**config.mk**
```make
export PLATFORM = sky130hd
export DESIGN_NAME = fault_escalator
export DESIGN_NICKNAME = d
export VERILOG_FILES = /design/src/rtl/fe_pkg.sv /design/src/rtl/fe_classify.sv /design/src/rtl/fe_pend_gate.sv /design/src/rtl/fe_sticky.sv /design/src/rtl/fault_escalator.sv
export SDC_FILE = /design/constraint.sdc
export NUM_CORES = 1
export LEC_CHECK = 0
export ABC_CLOCK_PERIOD_IN_PS = 1950
export BUFFER_PORTS_ARGS = -buffer_cell sky130_fd_sc_hd__buf_2
export CAP_MARGIN = 20
export CORE_AREA = 2 2 136 138
export DETAILED_ROUTE_END_ITERATION = 10
export DIE_AREA = 0 0 138 140
export PLACE_DENSITY_LB_ADDON = 0.3
export SYNTH_ARGS = -nofsm -noshare
export SYNTH_HDL_FRONTEND = slang
export SYNTH_SLANG_ARGS = --single-unit
```
**constraint.sdc**
```tcl
create_clock -name clk -period 1.95 [get_ports clk]
set_clock_uncertainty 0.1 [all_clocks]
set_input_delay 0.39 -clock clk [delete_from_list [all_inputs] [get_ports clk]]
set_output_delay 0.39 -clock clk [all_outputs]
set_load 0.05 [all_outputs]
```
**src/rtl/fe_pkg.sv**
```systemverilog
package fe_pkg;
  typedef enum logic [1:0] {
    FE_IDLE = 2'd0,
    FE_SELF = 2'd1,
    FE_ESC  = 2'd2,
    FE_LOCK = 2'd3
  } fe_outcome_e;
endpackage

```
**src/rtl/fe_classify.sv**
```systemverilog
module fe_classify
  import fe_pkg::*;
#(
  parameter int NVEC    = 32,
  parameter int PRIO_W  = 8,
  parameter int HF_NUM  = 3,
  parameter int PSV_NUM = 14,
  localparam int NUM_W  = $clog2(NVEC),
  localparam int RUN_W  = PRIO_W + 2
) (
  input  logic                     req_valid,
  input  logic [NUM_W-1:0]         req_num,
  input  logic [NVEC*PRIO_W-1:0]   prio_table,
  input  logic [NVEC-1:0]          enable_table,
  input  logic signed [RUN_W-1:0]  run_prio,
  output fe_outcome_e              outcome,
  output logic [NUM_W-1:0]         target_num
);
  localparam logic [NUM_W-1:0] HF_IDX  = NUM_W'(HF_NUM);
  localparam logic [NUM_W-1:0] PSV_IDX = NUM_W'(PSV_NUM);

  logic                    in_window;
  logic                    is_hf;
  logic signed [RUN_W-1:0] vec_prio;
  logic                    vec_en;
  logic                    need_esc;

  always_comb begin
    in_window = (req_num >= HF_IDX) && (req_num < PSV_IDX);
    is_hf     = (req_num == HF_IDX);
    vec_prio  = is_hf ? -RUN_W'(1)
                      : $signed({2'b00, prio_table[req_num*PRIO_W +: PRIO_W]});
    vec_en    = is_hf | enable_table[req_num];
    need_esc  = in_window && ((vec_prio >= run_prio) || !vec_en);

    target_num = req_num;
    if (!req_valid) begin
      outcome = FE_IDLE;
    end else if (!need_esc) begin
      outcome = FE_SELF;
    end else if (run_prio < 0) begin
      outcome = FE_LOCK;
    end else begin
      outcome    = FE_ESC;
      target_num = HF_IDX;
    end
  end
endmodule

```
**src/rtl/fe_pend_gate.sv**
```systemverilog
module fe_pend_gate
  import fe_pkg::*;
#(
  parameter int NVEC   = 32,
  localparam int NUM_W = $clog2(NVEC)
) (
  input  fe_outcome_e      outcome,
  input  logic [NUM_W-1:0] target_num,
  input  logic [NVEC-1:0]  pend_state,
  output logic             set_nxt,
  output logic             lock_nxt
);
  always_comb begin
    set_nxt  = ((outcome == FE_SELF) || (outcome == FE_ESC)) && !pend_state[target_num];
    lock_nxt = (outcome == FE_LOCK);
  end
endmodule

```
**src/rtl/fe_sticky.sv**
```systemverilog
module fe_sticky (
  input  logic clk,
  input  logic rst_n,
  input  logic set_in,
  input  logic clr_in,
  output logic flag
);
  logic flag_nxt;
  logic flag_en;

  always_comb begin
    flag_en  = set_in | clr_in;
    flag_nxt = set_in;
  end

  always_ff @(posedge clk or negedge rst_n) begin
    if (!rst_n)       flag <= 1'b0;
    else if (flag_en) flag <= flag_nxt;
  end
endmodule

```
**src/rtl/fault_escalator.sv**
```systemverilog
module fault_escalator
  import fe_pkg::*;
#(
  parameter int NVEC    = 32,
  parameter int PRIO_W  = 8,
  parameter int HF_NUM  = 3,
  parameter int PSV_NUM = 14,
  localparam int NUM_W  = $clog2(NVEC),
  localparam int RUN_W  = PRIO_W + 2
) (
  input  logic                     clk,
  input  logic                     rst_n,
  input  logic                     req_valid,
  input  logic [NUM_W-1:0]         req_num,
  input  logic [NVEC*PRIO_W-1:0]   prio_table,
  input  logic [NVEC-1:0]          enable_table,
  input  logic signed [RUN_W-1:0]  run_prio,
  input  logic [NVEC-1:0]          pend_state,
  input  logic                     forced_clr,
  output logic                     set_vld,
  output logic [NUM_W-1:0]         set_num,
  output logic                     lockup,
  output logic                     forced
);
  fe_outcome_e      outcome;
  logic [NUM_W-1:0] target_num;
  logic             set_nxt;
  logic             lock_nxt;
  logic             esc_now;
  logic             num_en;

  fe_classify #(
    .NVEC(NVEC), .PRIO_W(PRIO_W), .HF_NUM(HF_NUM), .PSV_NUM(PSV_NUM)
  ) i_classify (
    .req_valid(req_valid), .req_num(req_num), .prio_table(prio_table),
    .enable_table(enable_table), .run_prio(run_prio),
    .outcome(outcome), .target_num(target_num)
  );

  fe_pend_gate #(.NVEC(NVEC)) i_gate (
    .outcome(outcome), .target_num(target_num), .pend_state(pend_state),
    .set_nxt(set_nxt), .lock_nxt(lock_nxt)
  );

  always_comb begin
    esc_now = (outcome == FE_ESC);
    num_en  = set_nxt;
  end

  fe_sticky i_forced (
    .clk(clk), .rst_n(rst_n), .set_in(esc_now), .clr_in(forced_clr), .flag(forced)
  );

  always_ff @(posedge clk or negedge rst_n) begin
    if (!rst_n) begin
      set_vld <= 1'b0;
      lockup  <= 1'b0;
    end else begin
      set_vld <= set_nxt;
      lockup  <= lock_nxt;
    end
  end

  always_ff @(posedge clk or negedge rst_n) begin
    if (!rst_n)      set_num <= '0;
    else if (num_en) set_num <= target_num;
  end
endmodule

```
==> flow_summary.rst, run 1 <==
.. list-table::
   :header-rows: 1

   * - Metric
     - Value
   * - Status
     - complete, but fails checks
   * - Violations in the final reports
     - setup timing
   * - Count of placed standard cells in the final layout, fillers left out
     - 828
   * - Clock-pin slew on the worst setup and hold paths
     - 0.03 ns
   * - XOR/XNOR share of the synthesized area
     - 0%
   * - DRC viols
     - 0
   * - Deepest level of the CTS H-tree
     - 1
   * - Worst EP arrival
     - 4.40 ns
   * - Floorplan die height
     - 140 µm
   * - Synth Register Bits
     - 8
   * - Warning count from the yosys run
     - 0
   * - Setup TNS
     - -17.65 ns
   * - Inserted Clock Buffers
     - 3
   * - Reported max-cap violation count
     - 0
   * - Final setup violation count
     - 8
   * - Row Count
     - 49
   * - Number of buffer and inverter stages on the critical path
     - 2
   * - Core ar.
     - 17800 µm²
   * - Share of synthesized area spent on multiplexers
     - 68.7%
   * - Worst Hold Path Cells
     - 3
   * - Overall routed net length
     - 16000 µm
   * - Syn-to-layout area delta
     - 87.0%
   * - Remaining antenna violation count
     - 0
   * - Synth Area in Compound Gates
     - 6.93%
   * - Worst-case reg-to-reg path depth
     - 1
   * - Wire length of the first global-routing pass
     - 22800 µm
   * - Nets@finish
     - 950
   * - Combinational share of power
     - 74.0%
   * - Area of all placed cells without fillers
     - 5910 µm²
   * - Areal power density over the cells
     - 377 nW/µm²
   * - Post-Synthesis Cell Area
     - 3160 µm²
   * - Top achievable clock speed
     - 0.228 GHz
   * - Worst hold path endpoint
     - i_forced.flag$_DFFE_PN0P_
   * - Met2 WL
     - 8330 µm
   * - Synthesized instance count
     - 238
   * - DP HPWL
     - 14100 µm
   * - Headroom to the max-slew limit
     - 76.7%
   * - CTS Sinks
     - 8
   * - Per-cell via count in the routed design
     - 4.51
   * - Post-placement worst setup slack
     - -3.05 ns
   * - Final number of max-transition violations
     - 0
   * - Nets in the synthesized netlist
     - 589
   * - Number of buffers on the longest clock path
     - 2
   * - Placed Instance Area
     - 5360 µm²
   * - Finished Core Util
     - 33.2%
   * - Worst setup margin
     - -2.44 ns
   * - Die Footprint
     - 19300 µm²
   * - TritonRoute pass-1 iters
     - 4
   * - Reg-to-Reg Start
     - set_num[0]$_DFFE_PN0P_
   * - Average wire per standard cell
     - 19.3 µm
   * - Syn Area/Cell
     - 13.3 µm²
   * - Final-layout fill cell count
     - 1857
   * - Internal
     - 1.40 mW
   * - Aggregate global-route resource usage
     - 15.3%
   * - Crit Reg-Reg Endpoint
     - set_num[0]$_DFFE_PN0P_
   * - Kind of launch point of the worst setup path
     - input port
   * - Critical path capture point type
     - flop
   * - Main combinational cell family by area after synthesis
     - multiplexers
   * - Number of I/O pins
     - 347
   * - Die X-Extent
     - 138 µm
   * - Root Buffer Master
     - clkbuf_16
   * - Kind of critical path
     - in2reg
   * - Slowest cell on crit path
     - mux4_2
   * - Top metal layer carrying routed signals
     - met4
   * - Power share of the sequential group
     - 11.1%
   * - Number of stages on the worst setup path
     - 17
   * - Layout cell share with drive strength beyond 1
     - 83.6%
   * - Final hold vios
     - 0
   * - Clock Power Share
     - 14.9%
   * - Leak Pwr
     - 2.87 nW
   * - Fraction of the yosys area taken by sequential cells
     - 6.34%
   * - Data required time at the worst endpoint
     - 1.96 ns
   * - Worst min path class
     - in2reg
   * - Worst vdd rail ir drop
     - 0.000575 V
   * - Net Sw Power
     - 0.832 mW
   * - CTS tree
     - yes
   * - Number of buffer cells added on primary ports
     - 321
   * - Largest net degree at the start of global routing
     - 35
   * - Worst path cell trace
     - buf_16 -> buf_12 -> mux4_2 -> mux4_2 -> mux2_4 -> ha_4 -> a21oi_2 -> o21a_1 -> nor3_4 -> o31ai_4 -> and2_4 -> o21ai_4 -> ha_4 -> or3_4 -> a211oi_4 -> a211oi_4 -> mux2_4
   * - Worst slew pin tran
     - 0.349 ns
   * - Met3 routed WL
     - 1010 µm
   * - Antenna violations before repair
     - 2
   * - Period utilization
     - 225%
   * - Synthesized-area fraction occupied by and/or/nand/nor cells
     - 5.07%
   * - Hold Crit Start
     - forced_clr
   * - Switching share of power
     - 37.4%
   * - Adder-cell share of the synthesized area
     - 4.75%
   * - Iteration-0 DRC Markers
     - 118
   * - Maximum fanout count along the critical path
     - 8
   * - Initial core utilization
     - 17.8%
   * - Cell Count Post-Placement
     - 805
   * - Routability congestion estimate
     - 0.824
   * - Latest clock arrival within the worst-skew pair
     - 0.22 ns
   * - Final critical-path required period
     - 4.39 ns
   * - RSZ-0062 raised after global routing
     - yes
   * - Residual overflow from global routing
     - 0
   * - Register-to-register setup slack
     - 1.10 ns
   * - Total routed wire length on the met1 layer
     - 6570 µm
   * - Number of global-route vias before repair
     - 3904
   * - Family of cells with the greatest summed delay on the critical path
     - multiplexers
   * - Number of vias in the routed layout
     - 3737
   * - Largest incremental delay on the critical path
     - 0.54 ns
   * - Synth cell types
     - 42
==> power by group through the flow <==
| stage | registers, mW | clock network, mW | logic (mW) |
|---|---|---|---|
| final | 0.247 | 0.332 | 1.65 |
| after global routing | 0.255 | 0.354 | 1.76 |
| after CTS | 0.249 | 0.339 | 1.61 |
| after detailed placement | 0.251 | 0 | 1.47 |
| after global placement | 0.251 | 0 | 1.47 |
| after floorplan | 0.435 | 0 | 0.688 |
==> synthesized netlist by cell type <==
| cell type | count | area share [%] |
|---|---|---|
| a211oi_1 | 3 | 0.71 |
| nor2b_1 | 1 | 0.20 |
| a31oi_1 | 2 | 0.40 |
| nor4_1 | 2 | 0.40 |
| buf_8 | 2 | 0.95 |
| clkbuf_1 | 10 | 1.2 |
| dfrtp_1 | 8 | 6.3 |
| mux2_1 | 1 | 0.36 |
| ha_1 | 12 | 4.8 |
| buf_4 | 1 | 0.24 |
| mux2_4 | 2 | 0.95 |
| nand3_1 | 2 | 0.32 |
| a2111oi_0 | 1 | 0.28 |
| or2_2 | 1 | 0.20 |
| nor3_1 | 2 | 0.32 |
| mux2i_1 | 18 | 5.7 |
| or3_1 | 1 | 0.20 |
| o21a_1 | 1 | 0.24 |
| o31ai_1 | 1 | 0.24 |
| o211ai_1 | 1 | 0.24 |
| a311o_1 | 1 | 0.32 |
| a21o_1 | 4 | 0.95 |
| mux2_2 | 8 | 2.9 |
| o311ai_1 | 1 | 0.28 |
| nand3b_1 | 1 | 0.24 |
| mux4_2 | 72 | 51 |
| inv_1 | 16 | 1.9 |
| nand2b_1 | 5 | 0.99 |
| buf_6 | 1 | 0.36 |
| o21ai_0 | 1 | 0.16 |
| nand2_1 | 6 | 0.71 |
| buf_12 | 3 | 1.9 |
| and2_1 | 1 | 0.20 |
| a21oi_1 | 14 | 2.2 |
| nor3b_1 | 1 | 0.24 |
| a211oi_4 | 1 | 0.63 |
| buf_1 | 1 | 0.12 |
| o221ai_1 | 1 | 0.28 |
| nor2_1 | 9 | 1.1 |
| inv_2 | 1 | 0.12 |
| mux4_1 | 9 | 7.5 |
| buf_2 | 9 | 1.4 |
==> timing repair <==
action,in CTS,in global routing
pin swaps,8,5
gates cloned,2,0
endpoints found under the setup margin,8,8
setup buffers,11,5
resized for setup,52,10
hold buffers,1,0
hold endpoints to repair,8,0
==> how the worst max path moves through the flow <==
stage / startpoint / to
after floorplan: req_num[0] / set_num[0]$_DFFE_PN0P_
after global placement: req_num[0] / set_num[1]$_DFFE_PN0P_
after detailed placement: req_num[0] / set_num[1]$_DFFE_PN0P_
after CTS: req_num[0] / set_num[1]$_DFFE_PN0P_
after global routing: req_num[0] / set_num[1]$_DFFE_PN0P_
final: req_num[0] / set_num[1]$_DFFE_PN0P_
==> layer usage <==
layer,GRT usage (%),up-vias
met4,0.913,0
met1,19.7,1813
met2,28.1,171
met5,0,-
li1,-,1749
met3,2.87,4
==> flip-flops by register name (all words and copies together) (netlist names) <==
| name | count |
|---|---|
| set_num | 5 |
| i_forced.flag | 1 |
| lockup | 1 |
| set_vld | 1 |
==> kinds of logic after synthesis <==
| group | count (synthesis) |
|---|---|
| mux | 110 |
| buf+inv | 44 |
| fa+ha+maj | 12 |
| compound gates | 32 |
| flops | 8 |
| simple gates | 32 |
==> final cells by class <==
| cell class | count | area [µm²] | share of cell area (%) |
|---|---|---|---|
| Sequential cell | 8 | 200 | 3.39 |
| Antenna cell | 2 | 5.00 | 0.0847 |
| Inverter | 17 | 66.3 | 1.12 |
| Timing Repair Buffer | 383 | 2310 | 39.2 |
| Multi-Input combinational cell | 186 | 2960 | 50.1 |
| Clock buffer | 3 | 75.1 | 1.27 |
| Tap cell | 229 | 287 | 4.85 |
==> through the flow <==
stage                     power (mW)  hold slack (ns)
after global placement          1.72            0.138
final                           2.23            0.337
after detailed placement        1.72            0.141
after floorplan                 1.12         -0.00559
after global routing            2.37            0.354
after CTS                       2.20            0.339
==> placed cells by master (no fill, tap or decap), drive strengths merged, types with 2 or more instances in the layout <==
master | Yosys | layout
a21oi | 14 | 14
nor3 | 2 | 2
diode | 0 | 2
nor2 | 9 | 9
clkbuf | 10 | 3
a211oi | 4 | 4
mux4 | 81 | 81
mux2 | 11 | 11
buf | 17 | 382
nand2b | 5 | 5
inv | 17 | 17
nor4 | 2 | 2
nand3 | 2 | 2
mux2i | 18 | 18
a31oi | 2 | 2
nand2 | 6 | 6
dfrtp | 8 | 8
ha | 12 | 12
a21o | 4 | 4
Note: power is estimated with default switching activity, not from simulation.
==> run 2: changes to the inputs <==
--- a/config.mk
+++ b/config.mk
@@ -13,4 +13,5 @@
 export DIE_AREA = 0 0 138 140
 export PLACE_DENSITY_LB_ADDON = 0.3
+export SKIP_LAST_GASP = 1
 export SYNTH_ARGS = -nofsm -noshare
 export SYNTH_HDL_FRONTEND = slang
==> constraint.sdc (replaced) <==
create_clock -name clk -period 1.95 [get_ports clk]
set_clock_uncertainty 0.1 [all_clocks]
set_input_delay 0.0975 -clock clk [delete_from_list [all_inputs] [get_ports clk]]
set_output_delay 0.0975 -clock clk [all_outputs]
set_load 0.05 [all_outputs]
==> run 2 against run 1 <==
The run still ends with setup timing left. Sequential share of layout area hardly changed. Sequential cell count is the same. Die area stayed put. Wire length increased by 2.7%. Fmax up 10%. Highest routed layer is now met5. Critical path type unchanged. Non-clock buffer count shrank 5.
==> flow_summary.rst, run 2 (synthesized netlist as in run 1, its figures left out) <==
.. list-table::
   :header-rows: 1

   * - Metric
     - Value
   * - Number of global-route vias before repair
     - 3918
   * - Overall routed net length
     - 16400 µm
   * - Worst path cell trace
     - buf_16 -> buf_12 -> buf_6 -> mux4_2 -> mux4_2 -> mux2_4 -> ha_4 -> a21oi_4 -> nor4_4 -> o31ai_4 -> and2_4 -> o21ai_4 -> ha_4 -> or3_4 -> a211oi_4 -> a211oi_4 -> mux2_4
   * - Leading cell types in the layout, fill and taps excluded
     - buf_2 (320), mux4_2 (75), buf_4 (31)
   * - Area taken by flip-flops and latches
     - 200 µm²
   * - Worst vdd rail ir drop
     - 0.000694 V
   * - Number of buffers on the longest clock path
     - 2
   * - Slowest cell on crit path
     - mux4_2
   * - CTS Sinks
     - 8
   * - Worst slew pin tran
     - 0.329 ns
   * - Final critical-path required period
     - 3.98 ns
   * - Placed Instance Area
     - 5390 µm²
   * - Maximum fanout count along the critical path
     - 8
   * - Number of stages on the worst setup path
     - 17
   * - Die Footprint
     - 19300 µm²
   * - Remaining antenna violation count
     - 0
   * - Reported max-cap violation count
     - 0
   * - Worst EP arrival
     - 3.99 ns
   * - Crit Reg-Reg Endpoint
     - set_num[1]$_DFFE_PN0P_
   * - Multi-input combinational cell area
     - 2980 µm²
   * - Wire length of the first global-routing pass
     - 23300 µm
   * - Worst min path class
     - in2reg
   * - Register-to-register setup slack
     - 1.10 ns
   * - Kind of critical path
     - in2reg
   * - Violations in the final reports
     - setup timing
   * - DRC viols
     - 0
   * - Syn-to-layout area delta
     - 88.2%
   * - Latest clock arrival within the worst-skew pair
     - 0.23 ns
   * - End point of the critical path
     - set_num[0]$_DFFE_PN0P_
   * - Count of placed standard cells in the final layout, fillers left out
     - 823
   * - Beginning of the critical path
     - req_num[0]
   * - Inserted Clock Buffers
     - 3
   * - Worst setup margin
     - -2.03 ns
   * - Largest incremental delay on the critical path
     - 0.48 ns
   * - Family of cells with the greatest summed delay on the critical path
     - multiplexers
   * - Largest net degree at the start of global routing
     - 35
   * - Floorplan die height
     - 140 µm
   * - Setup TNS
     - -14.12 ns
   * - Nets@finish
     - 945
   * - Final setup violation count
     - 8
   * - Initial core utilization
     - 17.8%
   * - Reg-to-Reg Start
     - set_num[1]$_DFFE_PN0P_
   * - Worst-case reg-to-reg path depth
     - 1
   * - Worst hold slack
     - 0.0279 ns
   * - CTS tree
     - yes
   * - Core ar.
     - 17800 µm²
   * - DP HPWL
     - 14200 µm
   * - Hold Crit Start
     - forced_clr
   * - Period utilization
     - 204%
   * - Layout cell share with drive strength beyond 1
     - 84.1%
   * - Iteration-0 DRC Markers
     - 92
   * - Routability congestion estimate
     - 0.817
   * - Clock-pin slew on the worst setup and hold paths
     - 0.04 ns
   * - Top achievable clock speed
     - 0.251 GHz
   * - Number of vias in the routed layout
     - 3758
   * - Aggregate global-route resource usage
     - 15.8%
   * - Row Count
     - 49
   * - Number of buffer cells added on primary ports
     - 321
   * - Number of I/O pins
     - 347
   * - Most common cell after layout, fill and taps aside
     - buf_2
   * - Per-cell via count in the routed design
     - 4.57
   * - Headroom to the max-slew limit
     - 78.0%
   * - Data required time at the worst endpoint
     - 1.96 ns
   * - Final hold vios
     - 0
   * - Critical path capture point type
     - flop
   * - Residual overflow from global routing
     - 0
   * - Root Buffer Master
     - clkbuf_16
   * - Top reg by flops
     - set_num
   * - Flip-flop count of the largest register after layout
     - 5
   * - Kind of launch point of the worst setup path
     - input port
   * - TritonRoute pass-1 iters
     - 4
   * - Area of all placed cells without fillers
     - 5940 µm²
   * - Leak Pwr
     - 2.87 nW
   * - RSZ-0062 raised after global routing
     - yes
   * - Final number of max-transition violations
     - 0
   * - Status
     - complete, but fails checks
   * - Deepest level of the CTS H-tree
     - 1
   * - Cell Count Post-Placement
     - 806
   * - Average wire per standard cell
     - 19.9 µm
   * - Die X-Extent
     - 138 µm
   * - Areal power density over the cells
     - 380 nW/µm²
   * - Number of buffer and inverter stages on the critical path
     - 3
   * - Antenna violations before repair
     - 3
   * - Final-layout fill cell count
     - 1841
-- run 2: changes by cell type in the layout (fill, tap and decap cells not counted), sizes merged --
cell,before,now
buf,382,376
clkbuf,3,4
-- run 2: power by group --
| group | total, mW | internal [mW] | leakage (nW) | switching (mW) |
|---|---|---|---|---|
| clock network | 0.341 | 0.264 | 0.0370 | 0.0766 |
| logic | 1.67 | 0.925 | 2.74 | 0.745 |
| registers | 0.248 | 0.220 | 0.0985 | 0.0277 |
-- run 2: metrics by stage --
stage	power (mW)	setup WS [ns]	util, %
final	2.26	-2.03	33.4
after global routing	2.41	-2.12	33.4
after CTS	2.21	-2.11	32.7
after detailed placement	1.74	-2.73	30.3
after global placement	1.73	-2.70	30.3
after floorplan	1.12	-2.63	-
-- run 2: routing by layer --
layer	global-route usage [%]	part of all wire, %	vias to the layer above
li1	-	-	1736
met1	21.1	42	1824
met2	27.9	51	180
met3	2.26	5.6	16
met4	2.20	1.2	2
met5	0	0.079	-
-- run 2: repair_timing --
item | 4_1_cts | 5_1_grt
endpoints found under the hold margin | 8 | 0
resized for setup | 45 | 20
buffers inserted | 10 | 2
gates cloned | 2 | 1
hold buffers | 1 | 0
setup endpoints to repair | 8 | 8
pin swaps | 7 | 5
-- run 2: layout make-up --
| cell class | count | share of cell area (%) |
|---|---|---|
| multi-input cells | 186 | 50.2 |
| clock buffers | 3 | 1.26 |
| well taps | 229 | 4.82 |
| diodes | 2 | 0.0842 |
| inverters | 17 | 1.07 |
| flip-flops and latches | 8 | 3.37 |
| repair buffers | 378 | 39.2 |
-- run 2: worst min path at each step --
stage                     slack (ns)                   endpoint  cells past startpoint
after floorplan                -0.30  i_forced.flag$_DFFE_PN0P_                      0
after global placement         -0.15           lockup$_DFF_PN0_                      1
after detailed placement       -0.15          set_vld$_DFF_PN0_                      1
after CTS                       0.03  i_forced.flag$_DFFE_PN0P_                      3
after global routing            0.06  i_forced.flag$_DFFE_PN0P_                      3
final                           0.03  i_forced.flag$_DFFE_PN0P_                      3
==> run 3: changes to the inputs <==
ABC_CLOCK_PERIOD_IN_PS = 3800   (was 1950)
CORE_AREA = 2 2 133 135   (was 2 2 136 138)
DIE_AREA = 0 0 135 137   (was 0 0 138 140)
clock period = 3.8 ns   (was 1.95 ns; I/O delays follow)
==> run 3 against run 2 <==
The run still ends with setup timing left. Sequential cell count is the same. First-iteration DRC count shrank 1.1%. Global-route usage grew 1.1 points. Sequential power shrank 49%. Combinational power shrank 53%. Total power shrank 52%. Clock power shrank 49%. Critical path depth shrank 1. Critical endpoint unchanged. Largest power group unchanged. Highest routed layer is now met4.
==> flow_summary.rst, run 3 (synthesized netlist as in run 1, its figures left out) <==
.. list-table::
   :header-rows: 1

   * - Metric
     - Value
   * - Status
     - complete, but fails checks
   * - Violations in the final reports
     - setup timing
   * - Number of global-route vias before repair
     - 4119
   * - Row Count
     - 48
   * - Final setup violation count
     - 6
   * - CTS tree
     - yes
   * - Highest-utilization routing layer at the global route stage
     - met2
   * - Critical path capture point type
     - flop
   * - Number of buffer cells added on primary ports
     - 321
   * - Most common cell after layout, fill and taps aside
     - buf_2
   * - Worst EP arrival
     - 4.19 ns
   * - Nets@finish
     - 925
   * - Remaining antenna violation count
     - 0
   * - Die Footprint
     - 18500 µm²
   * - Area of all placed cells without fillers
     - 5610 µm²
   * - Worst setup margin
     - -0.383 ns
   * - Count of placed standard cells in the final layout, fillers left out
     - 800
   * - Deepest level of the CTS H-tree
     - 1
   * - Headroom to the max-slew limit
     - 66.9%
   * - Iteration-0 DRC Markers
     - 91
   * - Global-route met1 utilization
     - 21.4%
   * - Residual overflow from global routing
     - 0
   * - Root Buffer Master
     - clkbuf_16
   * - Die X-Extent
     - 135 µm
   * - Number of buffers on the longest clock path
     - 2
   * - Kind of launch point of the worst setup path
     - input port
   * - Leak Pwr
     - 2.73 nW
   * - Antenna violations before repair
     - 3
   * - Leading cell types in the layout, fill and taps excluded
     - buf_2 (320), mux4_2 (74), buf_4 (20)
   * - Final hold vios
     - 0
   * - Floorplan die height
     - 137 µm
   * - Routability congestion estimate
     - 0.953
   * - Reported max-cap violation count
     - 0
   * - Setup TNS
     - -1.98 ns
   * - Core ar.
     - 17100 µm²
   * - Inserted Clock Buffers
     - 3
   * - DP HPWL
     - 14400 µm
   * - Final critical-path required period
     - 4.18 ns
   * - Top achievable clock speed
     - 0.239 GHz
   * - DRC viols
     - 0
   * - Final number of max-transition violations
     - 0
   * - Met3 track demand over resource in global routing
     - 2.22%
   * - Cell Count Post-Placement
     - 785
   * - Met2 capacity usage during global routing
     - 30.6%
   * - Data required time at the worst endpoint
     - 3.81 ns
   * - Aggregate global-route resource usage
     - 16.9%
   * - Number of vias in the routed layout
     - 3740
   * - Areal power density over the cells
     - 195 nW/µm²
   * - Flip-flop count of the largest register after layout
     - 5
   * - Worst slew pin tran
     - 0.497 ns
   * - Finished Core Util
     - 32.9%
   * - Number of I/O pins
     - 347
   * - Initial core utilization
     - 18.5%
   * - Kind of critical path
     - in2reg
   * - Power, Total
     - 1.09 mW
   * - Syn-to-layout area delta
     - 77.6%
   * - Top reg by flops
     - set_num
   * - CTS Sinks
     - 8
   * - RSZ-0062 raised after global routing
     - yes
   * - Latest clock arrival within the worst-skew pair
     - 0.23 ns
   * - TritonRoute pass-1 iters
     - 4
   * - Layout cell share with drive strength beyond 1
     - 81.6%
   * - Per-cell via count in the routed design
     - 4.68
   * - Average wire per standard cell
     - 20.7 µm
   * - Placed Instance Area
     - 5210 µm²
   * - Period utilization
     - 110%
   * - Maximum fanout count along the critical path
     - 7
   * - Overall routed net length
     - 16500 µm
   * - Largest net degree at the start of global routing
     - 24
   * - Worst vdd rail ir drop
     - 0.000252 V
   * - Clock-pin slew on the worst setup and hold paths
     - 0.04 ns
   * - Wire length of the first global-routing pass
     - 23400 µm
   * - Worst min path class
     - in2reg
[run 3: cell types whose count changed in the layout (fill, tap and decap cells not counted), moves of 2 or more]
cell     before  now
buf_4        31   20
buf_6         5    0
ha_4          8    3
buf_12       13    9
buf_16        3    7
ha_1          4    8
mux2_2        2    6
mux2_4        8    4
buf_8         4    1
nand3_1       0    2
nand3_2       2    0
[run 3: through the flow]
stage          setup WS (ns)  hold slack (ns)
4_1_cts               -0.412            0.135
3_5_place_dp          -0.967          -0.0589
2_1_floorplan         -0.871           -0.206
5_1_grt               -0.583            0.158
6_report              -0.383            0.129
3_3_place_gp          -0.914          -0.0643
[run 3: layout make-up]
class | instances | area, µm²
flip-flops and latches | 8 | 200
fillers | 1778 | 11400
well taps | 225 | 282
multi-input cells | 186 | 2830
repair buffers | 358 | 2150
clock buffers | 3 | 75.1
inverters | 17 | 63.8
diodes | 3 | 7.51
[run 3: worst paths after layout]
check	depth (start not counted)	from	to	slack (ns)
max	16	req_num[0]	set_num[0]$_DFFE_PN0P_	-0.38
min	3	forced_clr	i_forced.flag$_DFFE_PN0P_	0.13
max reg2reg	1	set_num[1]$_DFFE_PN0P_	set_num[1]$_DFFE_PN0P_	2.94
min reg2reg	1	i_forced.flag$_DFFE_PN0P_	i_forced.flag$_DFFE_PN0P_	0.37
max in group asynchronous	2	rst_n	set_num[2]$_DFFE_PN0P_	3.20
min in group asynchronous	2	rst_n	lockup$_DFF_PN0_	0.23
[run 3: repair_timing]
item,in CTS,in global routing
pin swaps,3,1
endpoints found under the setup margin,6,6
buffers inserted,5,0
gates resized for setup,34,4
endpoints found under the hold margin,8,0
hold buffers,1,0
gates cloned,5,0
[run 3: worst max-delay path: stages]
cell and delay, ns:
buf_16 0.14, buf_12 0.15, mux4_2 0.56, mux4_2 0.48
mux2_4 0.30, ha_4 0.17, a2111oi_4 0.29, a21oi_2 0.06
o31ai_2 0.32, and2_4 0.21, nor2b_2 0.05, ha_1 0.30
or3_4 0.34, a211oi_4 0.22, a211oi_4 0.08, mux2_4 0.31
[run 3: power by group]
part	total (mW)	internal, mW	switching (mW)
sequential	0.127	0.113	0.0145
combinational	0.791	0.430	0.361
clock	0.173	0.135	0.0381
[run 3: layer usage]
metal	vias to the layer above	share of wire (%)
li1	1696	-
met1	1828	38
met2	199	53
met3	17	6.6
met4	0	2.1
met5	-	0
